--- src/rtl/uart_mp_pkg.sv ---
package uart_mp_pkg;
  localparam int DATA_W = 8;
  localparam int ADDR_W = 2;

  typedef enum logic [ADDR_W-1:0] {
    A_TBYTE = 2'd0,
    A_STAT  = 2'd1,
    A_RBYTE = 2'd2,
    A_CTRL  = 2'd3
  } reg_addr_e;

  localparam int ST_HEMPTY = 0;
  localparam int ST_TDONE  = 1;
  localparam int ST_RFLAG  = 2;
  localparam int ST_RAVAIL = 3;

  typedef struct packed {
    logic flag_val;
    logic mp_en;
    logic rx_en;
    logic tx_en;
  } ctrl_t;
endpackage

--- src/rtl/uart_mp_sync.sv ---
module uart_mp_sync #(
  parameter int   STAGES  = 2,
  parameter logic RST_VAL = 1'b1
) (
  input  logic clk,
  input  logic rst_n,
  input  logic din,
  output logic dout
);
  logic [STAGES-1:0] q;

  generate
    for (genvar i = 0; i < STAGES; i++) begin : g_stage
      always_ff @(posedge clk or negedge rst_n) begin
        if (!rst_n) q[i] <= RST_VAL;
        else if (i == 0) q[i] <= din;
        else q[i] <= q[(i == 0) ? 0 : i-1];
      end
    end
  endgenerate

  assign dout = q[STAGES-1];
endmodule

--- src/rtl/uart_mp_tx.sv ---
module uart_mp_tx #(
  parameter int DATA_W     = 8,
  parameter int OVERSAMPLE = 16
) (
  input  logic              clk,
  input  logic              rst_n,
  input  logic              tick,
  input  logic              enable,
  input  logic              mp_en,
  input  logic              flag_in,
  input  logic              have_data,
  input  logic [DATA_W-1:0] data_in,
  output logic              take,
  output logic              done,
  output logic              busy,
  output logic              txd
);
  localparam int FRAME_W = DATA_W + 3;
  localparam int CNT_W   = $clog2(OVERSAMPLE);
  localparam int IDX_W   = $clog2(FRAME_W + 1);

  logic               busy_q;
  logic [CNT_W-1:0]   cnt_q;
  logic [IDX_W-1:0]   idx_q;
  logic [IDX_W-1:0]   last_q;
  logic [FRAME_W-1:0] shreg_q;
  logic [FRAME_W-1:0] frame;
  logic               bit_end;

  // Frame bits in send order from bit 0; the spare top bit is a stop level.
  assign frame   = mp_en ? {1'b1, flag_in, data_in, 1'b0}
                         : {2'b11, data_in, 1'b0};
  assign bit_end = busy_q && tick && (cnt_q == CNT_W'(OVERSAMPLE - 1));
  assign done    = enable && bit_end && (idx_q == last_q);
  assign take    = enable && have_data && (!busy_q || done);
  assign busy    = busy_q;
  assign txd     = busy_q ? shreg_q[0] : 1'b1;

  always_ff @(posedge clk or negedge rst_n) begin
    if (!rst_n) begin
      busy_q  <= 1'b0;
      cnt_q   <= '0;
      idx_q   <= '0;
      last_q  <= '0;
      shreg_q <= '1;
    end else if (!enable) begin
      busy_q  <= 1'b0;
    end else if (take) begin
      busy_q  <= 1'b1;
      cnt_q   <= '0;
      idx_q   <= '0;
      last_q  <= IDX_W'(mp_en ? FRAME_W - 1 : FRAME_W - 2);
      shreg_q <= frame;
    end else if (done) begin
      busy_q  <= 1'b0;
    end else if (bit_end) begin
      cnt_q   <= '0;
      idx_q   <= idx_q + IDX_W'(1);
      shreg_q <= {1'b1, shreg_q[FRAME_W-1:1]};
    end else if (busy_q && tick) begin
      cnt_q   <= cnt_q + CNT_W'(1);
    end
  end

  // a loaded frame always begins with the low start bit.
  p_start_after_take_r2: assert property (@(posedge clk) disable iff (!rst_n)
    take |=> (busy_q && !txd));

  // once a frame has been taken, the line is held for at least one full tick period.
  p_no_early_done_r4: assert property (@(posedge clk) disable iff (!rst_n)
    take |=> !done);
endmodule

--- src/rtl/uart_mp_rx.sv ---
module uart_mp_rx #(
  parameter int DATA_W      = 8,
  parameter int OVERSAMPLE  = 16,
  parameter int SYNC_STAGES = 2
) (
  input  logic              clk,
  input  logic              rst_n,
  input  logic              tick,
  input  logic              enable,
  input  logic              mp_en,
  input  logic              rxd,
  output logic              done,
  output logic [DATA_W-1:0] data,
  output logic              flag
);
  localparam int CNT_W = $clog2(OVERSAMPLE);
  localparam int IDX_W = $clog2(DATA_W + 4);
  localparam int MID   = OVERSAMPLE / 2 - 1;

  logic              rx_s;
  logic              active_q;
  logic [CNT_W-1:0]  cnt_q;
  logic [IDX_W-1:0]  idx_q;
  logic [DATA_W-1:0] shreg_q;
  logic              flag_q;
  logic [IDX_W-1:0]  last_idx;
  logic              sample;

  uart_mp_sync #(.STAGES(SYNC_STAGES), .RST_VAL(1'b1)) u_sync (
    .clk  (clk),
    .rst_n(rst_n),
    .din  (rxd),
    .dout (rx_s)
  );

  assign last_idx = IDX_W'(mp_en ? DATA_W + 2 : DATA_W + 1);
  assign sample   = active_q && tick && (cnt_q == CNT_W'(MID));
  assign done     = enable && sample && (idx_q == last_idx) && rx_s;
  assign data     = shreg_q;
  assign flag     = flag_q;

  always_ff @(posedge clk or negedge rst_n) begin
    if (!rst_n) begin
      active_q <= 1'b0;
      cnt_q    <= '0;
      idx_q    <= '0;
      shreg_q  <= '0;
      flag_q   <= 1'b0;
    end else if (!enable) begin
      active_q <= 1'b0;
    end else if (!active_q) begin
      if (!rx_s) begin
        active_q <= 1'b1;
        cnt_q    <= '0;
        idx_q    <= '0;
      end
    end else if (tick) begin
      if (cnt_q == CNT_W'(OVERSAMPLE - 1)) begin
        cnt_q <= '0;
        idx_q <= idx_q + IDX_W'(1);
      end else begin
        cnt_q <= cnt_q + CNT_W'(1);
      end
      if (cnt_q == CNT_W'(MID)) begin
        if (idx_q == '0) begin
          if (rx_s) active_q <= 1'b0;
        end else if (idx_q <= IDX_W'(DATA_W)) begin
          shreg_q <= {rx_s, shreg_q[DATA_W-1:1]};
        end else if (idx_q == last_idx) begin
          active_q <= 1'b0;
        end else begin
          flag_q <= rx_s;
        end
      end
    end
  end

  // disabling the receiver abandons any frame in progress.
  p_abort_when_off_r9: assert property (@(posedge clk) disable iff (!rst_n)
    !enable |=> !active_q);
endmodule

--- src/rtl/uart_mp_chan.sv ---
module uart_mp_chan
  import uart_mp_pkg::*;
#(
  parameter int OVERSAMPLE  = 16,
  parameter int SYNC_STAGES = 2
) (
  input  logic              clk,
  input  logic              rst_n,
  input  logic              baud_tick,
  input  logic [ADDR_W-1:0] bus_addr,
  input  logic              bus_wr,
  input  logic              bus_rd,
  input  logic [DATA_W-1:0] bus_wdata,
  output logic [DATA_W-1:0] bus_rdata,
  input  logic              rxd,
  output logic              txd,
  input  logic              fill_valid,
  input  logic [DATA_W-1:0] fill_data,
  output logic              fill_ready
);
  ctrl_t             ctrl_q;
  logic [DATA_W-1:0] tbyte_q, rbyte_q;
  logic              hempty_q, tdone_q, seen_q, ravail_q, rflag_q;
  logic              tx_take, tx_done, tx_busy;
  logic              rx_done, rx_flag;
  logic [DATA_W-1:0] rx_data;
  logic              wr_tbyte, wr_stat, wr_ctrl, rd_stat, rd_rbyte;
  logic              sw_clear, fill_fire, any_clear;

  assign wr_tbyte  = bus_wr && (bus_addr == A_TBYTE);
  assign wr_stat   = bus_wr && (bus_addr == A_STAT);
  assign wr_ctrl   = bus_wr && (bus_addr == A_CTRL);
  assign rd_stat   = bus_rd && (bus_addr == A_STAT);
  assign rd_rbyte  = bus_rd && (bus_addr == A_RBYTE);
  assign sw_clear  = wr_stat && !bus_wdata[ST_HEMPTY] && seen_q && hempty_q;
  assign fill_ready = ctrl_q.tx_en && hempty_q;
  assign fill_fire = fill_valid && fill_ready;
  assign any_clear = sw_clear || fill_fire;

  uart_mp_tx #(.DATA_W(DATA_W), .OVERSAMPLE(OVERSAMPLE)) u_tx (
    .clk      (clk),
    .rst_n    (rst_n),
    .tick     (baud_tick),
    .enable   (ctrl_q.tx_en),
    .mp_en    (ctrl_q.mp_en),
    .flag_in  (ctrl_q.flag_val),
    .have_data(!hempty_q),
    .data_in  (tbyte_q),
    .take     (tx_take),
    .done     (tx_done),
    .busy     (tx_busy),
    .txd      (txd)
  );

  uart_mp_rx #(.DATA_W(DATA_W), .OVERSAMPLE(OVERSAMPLE), .SYNC_STAGES(SYNC_STAGES)) u_rx (
    .clk   (clk),
    .rst_n (rst_n),
    .tick  (baud_tick),
    .enable(ctrl_q.rx_en),
    .mp_en (ctrl_q.mp_en),
    .rxd   (rxd),
    .done  (rx_done),
    .data  (rx_data),
    .flag  (rx_flag)
  );

  always_ff @(posedge clk or negedge rst_n) begin
    if (!rst_n) begin
      ctrl_q   <= '0;
      tbyte_q  <= '0;
      rbyte_q  <= '0;
      hempty_q <= 1'b1;
      tdone_q  <= 1'b1;
      seen_q   <= 1'b0;
      ravail_q <= 1'b0;
      rflag_q  <= 1'b0;
    end else begin
      if (wr_ctrl) ctrl_q <= ctrl_t'(bus_wdata[3:0]);

      if (fill_fire)     tbyte_q <= fill_data;
      else if (wr_tbyte) tbyte_q <= bus_wdata;

      if (tx_take)        hempty_q <= 1'b1;
      else if (any_clear) hempty_q <= 1'b0;

      if (any_clear)                seen_q <= 1'b0;
      else if (rd_stat && hempty_q) seen_q <= 1'b1;

      if (!ctrl_q.tx_en)             tdone_q <= 1'b1;
      else if (any_clear)            tdone_q <= 1'b0;
      else if (tx_done && hempty_q)  tdone_q <= 1'b1;

      if (rx_done) begin
        rbyte_q  <= rx_data;
        ravail_q <= 1'b1;
        if (ctrl_q.mp_en) rflag_q <= rx_flag;
      end else if (rd_rbyte) begin
        ravail_q <= 1'b0;
      end
    end
  end

  always_comb begin
    unique case (bus_addr)
      A_TBYTE: bus_rdata = tbyte_q;
      A_STAT:  bus_rdata = {4'b0, ravail_q, rflag_q, tdone_q, hempty_q};
      A_RBYTE: bus_rdata = rbyte_q;
      default: bus_rdata = {4'b0, ctrl_q};
    endcase
  end

  // a disabled transmitter reports finished and drives the line high.
  p_done_when_off_r5: assert property (@(posedge clk) disable iff (!rst_n)
    !ctrl_q.tx_en |=> (tdone_q && txd));

  // the empty flag only returns when the shift register has taken the byte.
  p_empty_src_r4: assert property (@(posedge clk) disable iff (!rst_n)
    $rose(hempty_q) |-> $past(tx_take));

  // finished only rises at a stop-bit end or with the transmitter off.
  p_done_rise_r6: assert property (@(posedge clk) disable iff (!rst_n)
    $rose(tdone_q) |-> ($past(tx_done) || !$past(ctrl_q.tx_en)));

  // an accepted refill leaves both transmit flags low.
  p_fill_clears_r11: assert property (@(posedge clk) disable iff (!rst_n)
    (fill_valid && fill_ready && ctrl_q.tx_en) |=> (!hempty_q || tx_busy) && !tdone_q);

  // the available flag rises only on a completed frame.
  p_avail_src_r9: assert property (@(posedge clk) disable iff (!rst_n)
    $rose(ravail_q) |-> $past(rx_done));

  // with the receiver off the received flag bit is held.
  p_flag_hold_r10: assert property (@(posedge clk) disable iff (!rst_n)
    !ctrl_q.rx_en |=> $stable(rflag_q));
endmodule

--- config.mk ---
export PLATFORM = sky130hd
export DESIGN_NAME = uart_mp_chan
export DESIGN_NICKNAME = d
export VERILOG_FILES = /design/src/rtl/uart_mp_pkg.sv /design/src/rtl/uart_mp_sync.sv /design/src/rtl/uart_mp_tx.sv /design/src/rtl/uart_mp_rx.sv /design/src/rtl/uart_mp_chan.sv
export SDC_FILE = /design/constraint.sdc
export NUM_CORES = 1
export LEC_CHECK = 0
export BUFFER_PORTS_ARGS = -buffer_cell sky130_fd_sc_hd__buf_2
export CORE_UTILIZATION = 60
export CTS_CLUSTER_SIZE = 30
export DETAILED_ROUTE_END_ITERATION = 16
export PLACE_DENSITY = 0.92
export SETUP_SLACK_MARGIN = 0.02
export SYNTH_ARGS = -nofsm -noshare
export SYNTH_HDL_FRONTEND = slang
export SYNTH_SLANG_ARGS = --single-unit
--- constraint.sdc ---
create_clock -name clk -period 3.33 [get_ports clk]
set_clock_uncertainty 0.1 [all_clocks]
set_input_delay 0.1665 -clock clk [delete_from_list [all_inputs] [get_ports clk]]
set_output_delay 0.1665 -clock clk [all_outputs]
set_load 0.03 [all_outputs]
### Word-level counts from Yosys, hierarchy flattened

Index checks and enable logic that the tools add are counted.

* word-level logic and storage cells: 132
* register bits after elaboration: 69
* output and inout port bits: 10

* mux-type cells: 43
* $lt $le $gt $ge: 1
* add/sub/neg operators: 4
* bitwise operators: 3
* equal/unequal tests: 14
* reductions and logical operators: 44

Operator list (count)
* $mux W4: 14
* $mux W11: 3
* $pmux W8 S3: 1
* $logic_and A1 B1 Y1: 23
* $mux W1: 21
* $add A4 B1 Y4 const B: 4
* $mux W8: 2
* $mux W10: 1
* $reduce_bool A2 Y1: 5
* $reduce_and A3 Y1: 3
* $eq A4 B4 Y1: 2
* $eq A4 B4 Y1 const B: 2
* $reduce_and A7 Y1: 1
* $ne A2 B2 Y1 const B: 3
* $ne A3 B1 Y1 const B: 2
* $reduce_and A6 Y1: 1
* $eq A2 B2 Y1 const B: 2
* $eq A4 B3 Y1 const B: 1
* $le A4 B4 Y1 const B: 1
* $logic_not A4 Y1: 1
* $reduce_and A2 Y1: 2
* $reduce_and A4 Y1: 1
* $logic_not A1 Y1: 3
* $not A1 Y1: 3
* other kinds (6): 7

### Logic depth before layout (Yosys ltp)

Gate-level depths: netlist of run 1.

* word-level depth: 9
* gate-level depth with buffers: 8
* gate-level depth less buffers: 6

### Cells and area by module

From an unflattened synthesis of run 1, not the netlist that was laid out.

* cells, all modules: 311
* area total of the unflattened synthesis: 3417.0 µm²

Modules (own cells, without submodules)
* uart_mp_chan: cells an instance 107, sequential area each 628.1 µm², times used 1, area an instance 1282.5 µm²
* uart_mp_tx: cells an instance 112, sequential area each 563.0 µm², times used 1, area an instance 1136.1 µm²
* uart_mp_rx: cells an instance 90, sequential area each 450.4 µm², times used 1, area an instance 945.9 µm²
* uart_mp_sync: cells an instance 2, sequential area each 52.6 µm², times used 1, area an instance 52.6 µm²

### Worst setup path before layout of run 1

No wires, ideal clock.

* path type: reg-to-reg
* start: register u_rx.cnt_q[0]
* end: register rflag_q
* setup slack: 1.430 ns
* setup time: 0.125 ns
* stages on the path, launching flop included: 8
* clock period less this slack: 1.900 ns
* arrival time: 1.675 ns
* path through: dfrtp_1 > ha_1 > and2_2 > and4_1 > and3_1 > buf_6 > nand2_1 > mux2_4

* cells in the longest elaborated chain, start to end: 6

RTL lines
* from (decl): line uart_mp_rx.sv:22 `logic [CNT_W-1:0] cnt_q;`
* from (signal assigned): line uart_mp_rx.sv:62 `cnt_q <= cnt_q + CNT_W'(1);`
* $eq A4 B3 Y1: line uart_mp_rx.sv:37 `assign sample = active_q && tick && (cnt_q == CNT_W'(MID));`
* $logic_and A1 B1 Y1: line uart_mp_rx.sv:37
* $logic_and A1 B1 Y1 (3 in series): line uart_mp_rx.sv:38 `assign done = enable && sample && (idx_q == last_idx) && rx_s;`
* $reduce_and A2 Y1 (no line)
* to (signal assigned): line uart_mp_chan.sv:96 `if (ctrl_q.mp_en) rflag_q <= rx_flag;`
* to (decl): line uart_mp_chan.sv:23 `logic hempty_q, tdone_q, seen_q, ravail_q, rflag_q;`

No other way between the ends.
A chain may end at the register's enable or synchronous reset.

### Final worst setup path of run 1

* start: register ctrl_q[0] (netlist bit)
* end: register u_tx.last_q[1]

* cells in the longest elaborated chain, start to end: 5

RTL lines
* from (decl): line uart_mp_chan.sv:21 `ctrl_t ctrl_q;`
* from (signal assigned): line uart_mp_chan.sv:78 `if (wr_ctrl) ctrl_q <= ctrl_t'(bus_wdata[3:0]);`
* $logic_and A1 B1 Y1 (2 in series): line uart_mp_tx.sv:34 `assign done = enable && bit_end && (idx_q == last_q);`
* $logic_or A1 B1 Y1: line uart_mp_tx.sv:35 `assign take = enable && have_data && (!busy_q || done);`
* $logic_and A1 B1 Y1: line uart_mp_tx.sv:35
* $reduce_and A2 Y1 (no line) (*)
* to (signal assigned): line uart_mp_tx.sv:52 `last_q <= IDX_W'(mp_en ? FRAME_W - 1 : FRAME_W - 2);`
* to (decl): line uart_mp_tx.sv:25 `logic [IDX_W-1:0] last_q;`

Every way passes the cells marked *; elsewhere a longest branch is shown, timed or not.

==> run summary, run 1 <==
=====================================================================================
Pwr Density                                                              726.3 mW/mm^2
Area share of the largest cell type after synthesis                            0.3846
Antenna violations before repair                                                    0
Warning count from the yosys run                                                    0
Antenna diodes                                                                      0
Highest clock rate                                                          385.7 MHz
Total track usage                                                              0.2833
Number of cells produced by synthesis                                             325
Element type at the critical path end                                        register
Final GP Congestion                                                            0.7966
Int Power                                                                    1.874 mW
Worst setup path startpoint                                                 ctrl_q[0]
Standard cell core area                                                  0.005507 mm^2
Switch Pwr                                                                  0.9887 mW
Final TNS setup                                                                  0 ns
Post-synth ARST share                                                           1.000
Routed length per placed instance                                            17.50 um
Final worst hold slack                                                     0.01956 ns
Clock-pin slew of the registers on the worst-case setup and hold paths        0.07 ns
First DRT Iteration DRCs                                                          198
Wire length of the first global-routing pass                                12,940 um
Initial core utilization                                                       0.6262
Yosys top cell by area                                                        dfrtp_1
Routed WL                                                                     7647 um
Die outline height                                                           77.81 um
Final setup violation count                                                         0
Largest cells by area after synthesis                                    dfrtp_1, dfstp_2, mux2_2
Input/output buffers                                                               34
End point of the critical path                                           u_tx.last_q[1]
Type of the most critical hold path                                      input pin to register
TritonCTS clock tree                                                              yes
Maximum fanout along the worst path                                                21
RSZ-0062 raised after global routing                                            false
Via count of the first global-routing pass                                      2,625
Number of pins with negative max-slew slack in the final report                     0
DRC errors left                                                                     0
Final HPWL DP                                                                 5172 um
Top FF cell, synth                                                            dfrtp_1
Clock network latency to the later pin of the worst-skew pair                 0.35 ns
Die outline area                                                         0.006054 mm^2
Clock root cell                                                              clkbuf_8
Avg Synthesized Cell Area                                                  10.61 um^2
Beginning of the worst register-to-register path                            ctrl_q[0]
H-tree depth                                                                        3
Most common library cells after synthesis                                dfrtp_1, nand2_1, nor2_1
Part of the total power dissipated in combinational logic                       0.267
Reported max-cap violation count                                                    0
Net Sw Frac                                                                    0.3454
Maximum number of pins on one net before global-route repair                       40
Final Critical Period                                                        2.592 ns
Depth of the worst hold-timing path                                                 2
Total gr overflow                                                                   0
Max Buffers Root-to-Sink                                                            2
Max-slew headroom at the worst pin                                             0.3120
Vias per std cell                                                               6.078
Count of different cell masters after synthesis                                    52
Vias after detailed routing                                                     2,656
Seq pwr share                                                                   0.444
Resized Gates After CTS                                                             0
Proportion of power drawn by the clock network                                  0.289
Post-route fraction of the period consumed by the critical path                0.7785
Worst path arrival time                                                       2.72 ns
Number of buffers added by the clock tree synthesis step                            9
Rows                                                                               27
Width of the chip                                                            77.81 um
Mapped cell area                                                         0.003448 mm^2
Worst R2R Path Depth                                                                4
Outcome                                                                     completed
Layout overhead on the synthesized area                                        14.30%
Count of state elements after synthesis                                            67
Number of top-level pins                                                           35
EDFF count, synth                                                                   0
Fraction of layout cells with a size suffix above 1                            0.2822
Post-synth net total                                                              355
Final Net Count                                                                   390
Slew of the pin with the lowest slew margin                                  1.032 ns
Most instantiated library cell after synthesis                                dfrtp_1
Leakage power                                                                1.774 nW
Number of routed nets with antenna violations                                       0
R2r endpoint                                                             u_tx.last_q[1]
Final hold violation count                                                          0
Share of the core filled with cells in the final layout                        0.7157
Worst reg-to-reg setup slack                                                  0.74 ns
Data required time at the worst endpoint                                      3.46 ns
Sinks on Clock Net                                                                 67
Setup Crit Path Kind                                                     register to register
Startpoint kind of the worst setup timing path                               register
Sequential-to-total area share from yosys stat                                 0.4913
Highest ir drop seen on vdd                                                 0.4330 mV
Pre-antenna DRT Iters                                                               5
=====================================================================================
## kinds of logic after synthesis
logic type / synth area share
AO/OA/AOI/OAI: 0.1346
XOR/XNOR: 0.01016
adder cells (fa/ha/maj): 0.01814
buffers and inverters: 0.03592
flip-flops: 0.4913
multiplexers: 0.1491
AND/OR/NAND/NOR: 0.1607
## worst min-delay path by stage
stage	startpoint	to	slack [ns]
floorplan	rst_n	ctrl_q[0]	-0.23
global placement	rxd	u_rx.u_sync.q[0]	0.17
detailed placement	rxd	u_rx.u_sync.q[0]	0.17
CTS	bus_wdata[1]	ctrl_q[1]	0.003
global route	bus_wdata[1]	ctrl_q[1]	0.005
finish	bus_wdata[1]	ctrl_q[1]	0.02
## metal layers
layer,part of all wire,track usage
met5,0,0
met4,0.016,0.07925
met3,0.051,0.08941
met2,0.52,0.4664
met1,0.42,0.3595
## state kept, by name, indices dropped and copies added, names as in the netlist
signal	count
u_rx.u_sync.q	1
u_rx.active_q	1
u_tx.busy	1
u_rx.cnt_q	4
u_rx.u_sync.dout	1
ctrl_q	4
tbyte_q	8
u_tx.last_q	3
hempty_q	1
u_tx.idx_q	4
u_rx.flag	1
tdone_q	1
rflag_q	1
u_rx.idx_q	4
u_rx.data	8
seen_q	1
rbyte_q	8
u_tx.cnt_q	4
u_tx.shreg_q	10
ravail_q	1
## cell usage in the layout, fill, tap and decap left out, types with 3 or more instances in the layout
master         synthesis  routed
bufinv_16              0       3
buf_2                  9      34
mux2i_1               15      15
and3_1                 4       4
nor2b_1                6       6
mux4_2                 4       4
dfrtp_1               53      53
nand2_1               25      25
dlygate4sd3_1          0       5
o21ai_0               23      23
a22o_1                 3       3
mux2_2                23      23
a31oi_1               18      18
inv_1                 11      11
ha_1                   5       5
dfstp_2               14      14
nor2_1                24      24
xnor2_1                4       4
and4_1                 3       3
o31ai_1                3       3
nand2b_1               6       6
nand3_1               20      20
and2_1                 3       3
a22oi_1                8       8
clkbuf_8               0      10
## cell type report
class                           instances  area, um^2
Multi-Input combinational cell        230        1630
Clock inverter                          6       112.6
Sequential cell                        67        1694
Fill cell                             371        1565
Clock buffer                           10       137.6
Tap cell                               72       90.09
Timing Repair Buffer                   41       235.2
Inverter                               11       41.29
## repair_timing
action | CTS | global route
hold buffers | 5 | 0
hold endpoints to repair | 32 | 0
buffers inserted | 0 | 0
## critical path: stages (launching register included)
cell      delay [ns]
dfrtp_1         0.55
nor2b_1         0.19
nand4_1         0.62
o21bai_2        0.64
mux2_2          0.39
## stage by stage
stage / instance area, um^2 / worst slack, ns / std cells / power, mW
after floorplan: 3448 / 1.430 / 325 / 1.799
after global placement: 3641 / 0.9285 / 416 / 1.965
after detailed placement: 3641 / 0.8016 / 416 / 2.016
after CTS: 3941 / 0.7933 / 437 / 2.862
after global routing: 3941 / 0.5346 / 437 / 3.025
final: 3941 / 0.7376 / 437 / 2.863
## power groups by stage
| stage | Combinational (mW) | Sequential (mW) | Clock, mW |
|---|---|---|---|
| after CTS | 0.763 | 1.26 | 0.839 |
| after detailed placement | 0.751 | 1.27 | 0 |
| after floorplan | 0.625 | 1.17 | 0 |
| final | 0.765 | 1.27 | 0.828 |
| after global placement | 0.713 | 1.25 | 0 |
| after global routing | 0.855 | 1.30 | 0.873 |
Power figures use the tool's default switching activity.
==> inputs of run 2 (changes only) <==
--- a/config.mk
+++ b/config.mk
@@ -6,10 +6,10 @@
 export NUM_CORES = 1
 export LEC_CHECK = 0
 export BUFFER_PORTS_ARGS = -buffer_cell sky130_fd_sc_hd__buf_2
-export CORE_UTILIZATION = 60
+export CORE_UTILIZATION = 53
 export CTS_CLUSTER_SIZE = 30
 export DETAILED_ROUTE_END_ITERATION = 16
-export PLACE_DENSITY = 0.92
+export PLACE_DENSITY = 0.87
 export SETUP_SLACK_MARGIN = 0.02
 export SYNTH_ARGS = -nofsm -noshare
 export SYNTH_HDL_FRONTEND = slang
==> constraint.sdc (replaced) <==
create_clock -name clk -period 2.2 [get_ports clk]
set_clock_uncertainty 0.1 [all_clocks]
set_input_delay 0.11 -clock clk [delete_from_list [all_inputs] [get_ports clk]]
set_output_delay 0.11 -clock clk [all_outputs]
set_load 0.03 [all_outputs]
==> run 2 against run 1 <==
Net effect: power rose by 43%; via count rose by 5.9%; routed wire length rose by 1.4%; sequential power rose by 46%; cell count rose by 5.7%; sequential share of layout area fell by 1.4 points; fmax rose by 29%; utilization fell by 7.0 points.
==> run summary, run 2 (synthesized netlist as in run 1, its figures left out) <==
=====================================================================================
Outcome                                                                     completed
Initial core utilization                                                       0.5462
Layout overhead on the synthesized area                                        18.21%
DRC errors left                                                                     0
Number of pins with negative max-slew slack in the final report                     0
Most common cell after layout, fill and taps aside                            dfrtp_1
RSZ-0062 raised after global routing                                            false
Final hold violation count                                                          0
Register area                                                            0.001694 mm^2
Wire length of the first global-routing pass                                12,200 um
Post-layout total power                                                      4.106 mW
Die outline area                                                         0.006833 mm^2
First DRT Iteration DRCs                                                          198
Via count of the first global-routing pass                                      2,554
Number of buffers added by the clock tree synthesis step                            9
Total gr overflow                                                                   0
Element type at the critical path end                                        register
Data required time at the worst endpoint                                      2.34 ns
TritonCTS clock tree                                                              yes
Width of the chip                                                            82.66 um
Startpoint kind of the worst setup timing path                               register
Final GP Congestion                                                            0.8156
Total area of multi-input combinational cells                            0.001638 mm^2
Final TNS setup                                                                  0 ns
Vias after detailed routing                                                     2,814
Rows                                                                               29
Number of routed nets with antenna violations                                       0
End point of the critical path                                                rflag_q
Highest ir drop seen on vdd                                                 0.7271 mV
Pre-antenna DRT Iters                                                               5
Slew of the pin with the lowest slew margin                                 0.5762 ns
Antenna diodes                                                                      0
Antenna violations before repair                                                    0
Sinks on Clock Net                                                                 67
Final Net Count                                                                   410
Largest register FFs                                                               10
Number of fillers in the final layout                                             468
Clock root cell                                                              clkbuf_8
Beginning of the worst register-to-register path                         u_rx.cnt_q[0]
Highest clock rate                                                          498.8 MHz
Final setup violation count                                                         0
Max-slew headroom at the worst pin                                             0.6158
Max Buffers Root-to-Sink                                                            2
Routed length per placed instance                                            16.78 um
Die outline height                                                           82.66 um
Most frequent cells in the layout                                        dfrtp_1, buf_2, nand2_1, nor2_1
Pwr Density                                                              1007 mW/mm^2
R2r endpoint                                                                  rflag_q
Leakage power                                                                1.827 nW
Maximum number of pins on one net before global-route repair                       47
Number of top-level pins                                                           35
Setup Crit Path Kind                                                     register to register
Register ranked first by flip-flop count                                 u_tx.shreg_q
Reported max-cap violation count                                                    0
Clock-pin slew of the registers on the worst-case setup and hold paths        0.08 ns
Worst setup path startpoint                                              u_rx.cnt_q[0]
Input/output buffers                                                               34
Final HPWL DP                                                                 5227 um
H-tree depth                                                                        3
Post-route fraction of the period consumed by the critical path                0.9112
Clock network latency to the later pin of the worst-skew pair                 0.35 ns
Type of the most critical hold path                                      input pin to register
Fraction of layout cells with a size suffix above 1                            0.2987
Total track usage                                                              0.2451
Maximum fanout along the worst path                                                10
Worst reg-to-reg setup slack                                                  0.20 ns
Final Critical Period                                                        2.005 ns
Worst path arrival time                                                       2.14 ns
Vias per std cell                                                               6.091
Routed WL                                                                     7753 um
Standard cell core area                                                  0.006314 mm^2
Worst R2R Path Depth                                                                6
=====================================================================================
-- run 2: cell count changes in the layout (fill, tap and decap cells not counted), moves of 2 or more --
cell           before  now
clkinvlp_4          0    3
inv_6               0    4
buf_4               2   10
clkinv_4            2    0
bufinv_16           3    0
dlygate4sd3_1       5   16
-- run 2: cell type report --
cell class | instances | area share
inverters | 11 | 0.01013
clock inverters | 7 | 0.01412
multi-input cells | 230 | 0.4018
repair buffers | 61 | 0.1044
well taps | 77 | 0.02363
clock buffers | 9 | 0.03039
flip-flops and latches | 67 | 0.4156
-- run 2: per-stage QoR --
stage	hold slack, ns	setup WS, ns	cell area (um^2)	utilization	cells
CTS	0.001364	0.09969	4069	0.6445	462
global placement	0.01050	0.1834	3727	0.5904	430
floorplan	-0.2856	0.3000	3448	-	325
finish	0.01688	0.1953	4076	0.6457	462
detailed placement	0.01233	0.1068	3727	0.5904	430
global route	0.009651	0.1159	4076	0.6457	462
-- run 2: repair_timing --
item,4_1_cts,5_1_grt
endpoints found under the setup margin,0,5
hold endpoints to repair,33,0
hold buffers,16,0
buffers inserted,0,0
gates resized for setup,0,3
-- run 2: report_power, final --
part / switching [mW] / internal [mW]
logic: 0.738 / 0.564
clock network: 0.525 / 0.424
registers: 0.294 / 1.56
total: 1.56 / 2.55
-- run 2: critical path: stages (launching register included) --
cell	delay, ns
dfrtp_1	0.41
ha_1	0.25
and2_2	0.21
and4_1	0.21
and3_2	0.30
nand2_1	0.11
mux2_4	0.29
-- run 2: worst min path at each step --
stage | to | cells after the start | start
finish | ravail_q | 3 | bus_rd
global route | tbyte_q[5] | 3 | fill_data[5]
CTS | tbyte_q[5] | 3 | bus_wdata[5]
detailed placement | u_tx.idx_q[2] | 1 | rst_n
global placement | u_tx.idx_q[1] | 1 | rst_n
floorplan | ctrl_q[0] | 0 | rst_n
-- run 2: per-layer routing --
| layer | global-route usage | vias up | part of all wire |
|---|---|---|---|
| li1 | - | 1294 | - |
| met1 | 0.3076 | 1406 | 0.42 |
| met2 | 0.3943 | 96 | 0.51 |
| met3 | 0.07692 | 18 | 0.051 |
| met4 | 0.09483 | 0 | 0.022 |
| met5 | 0 | - | 0 |
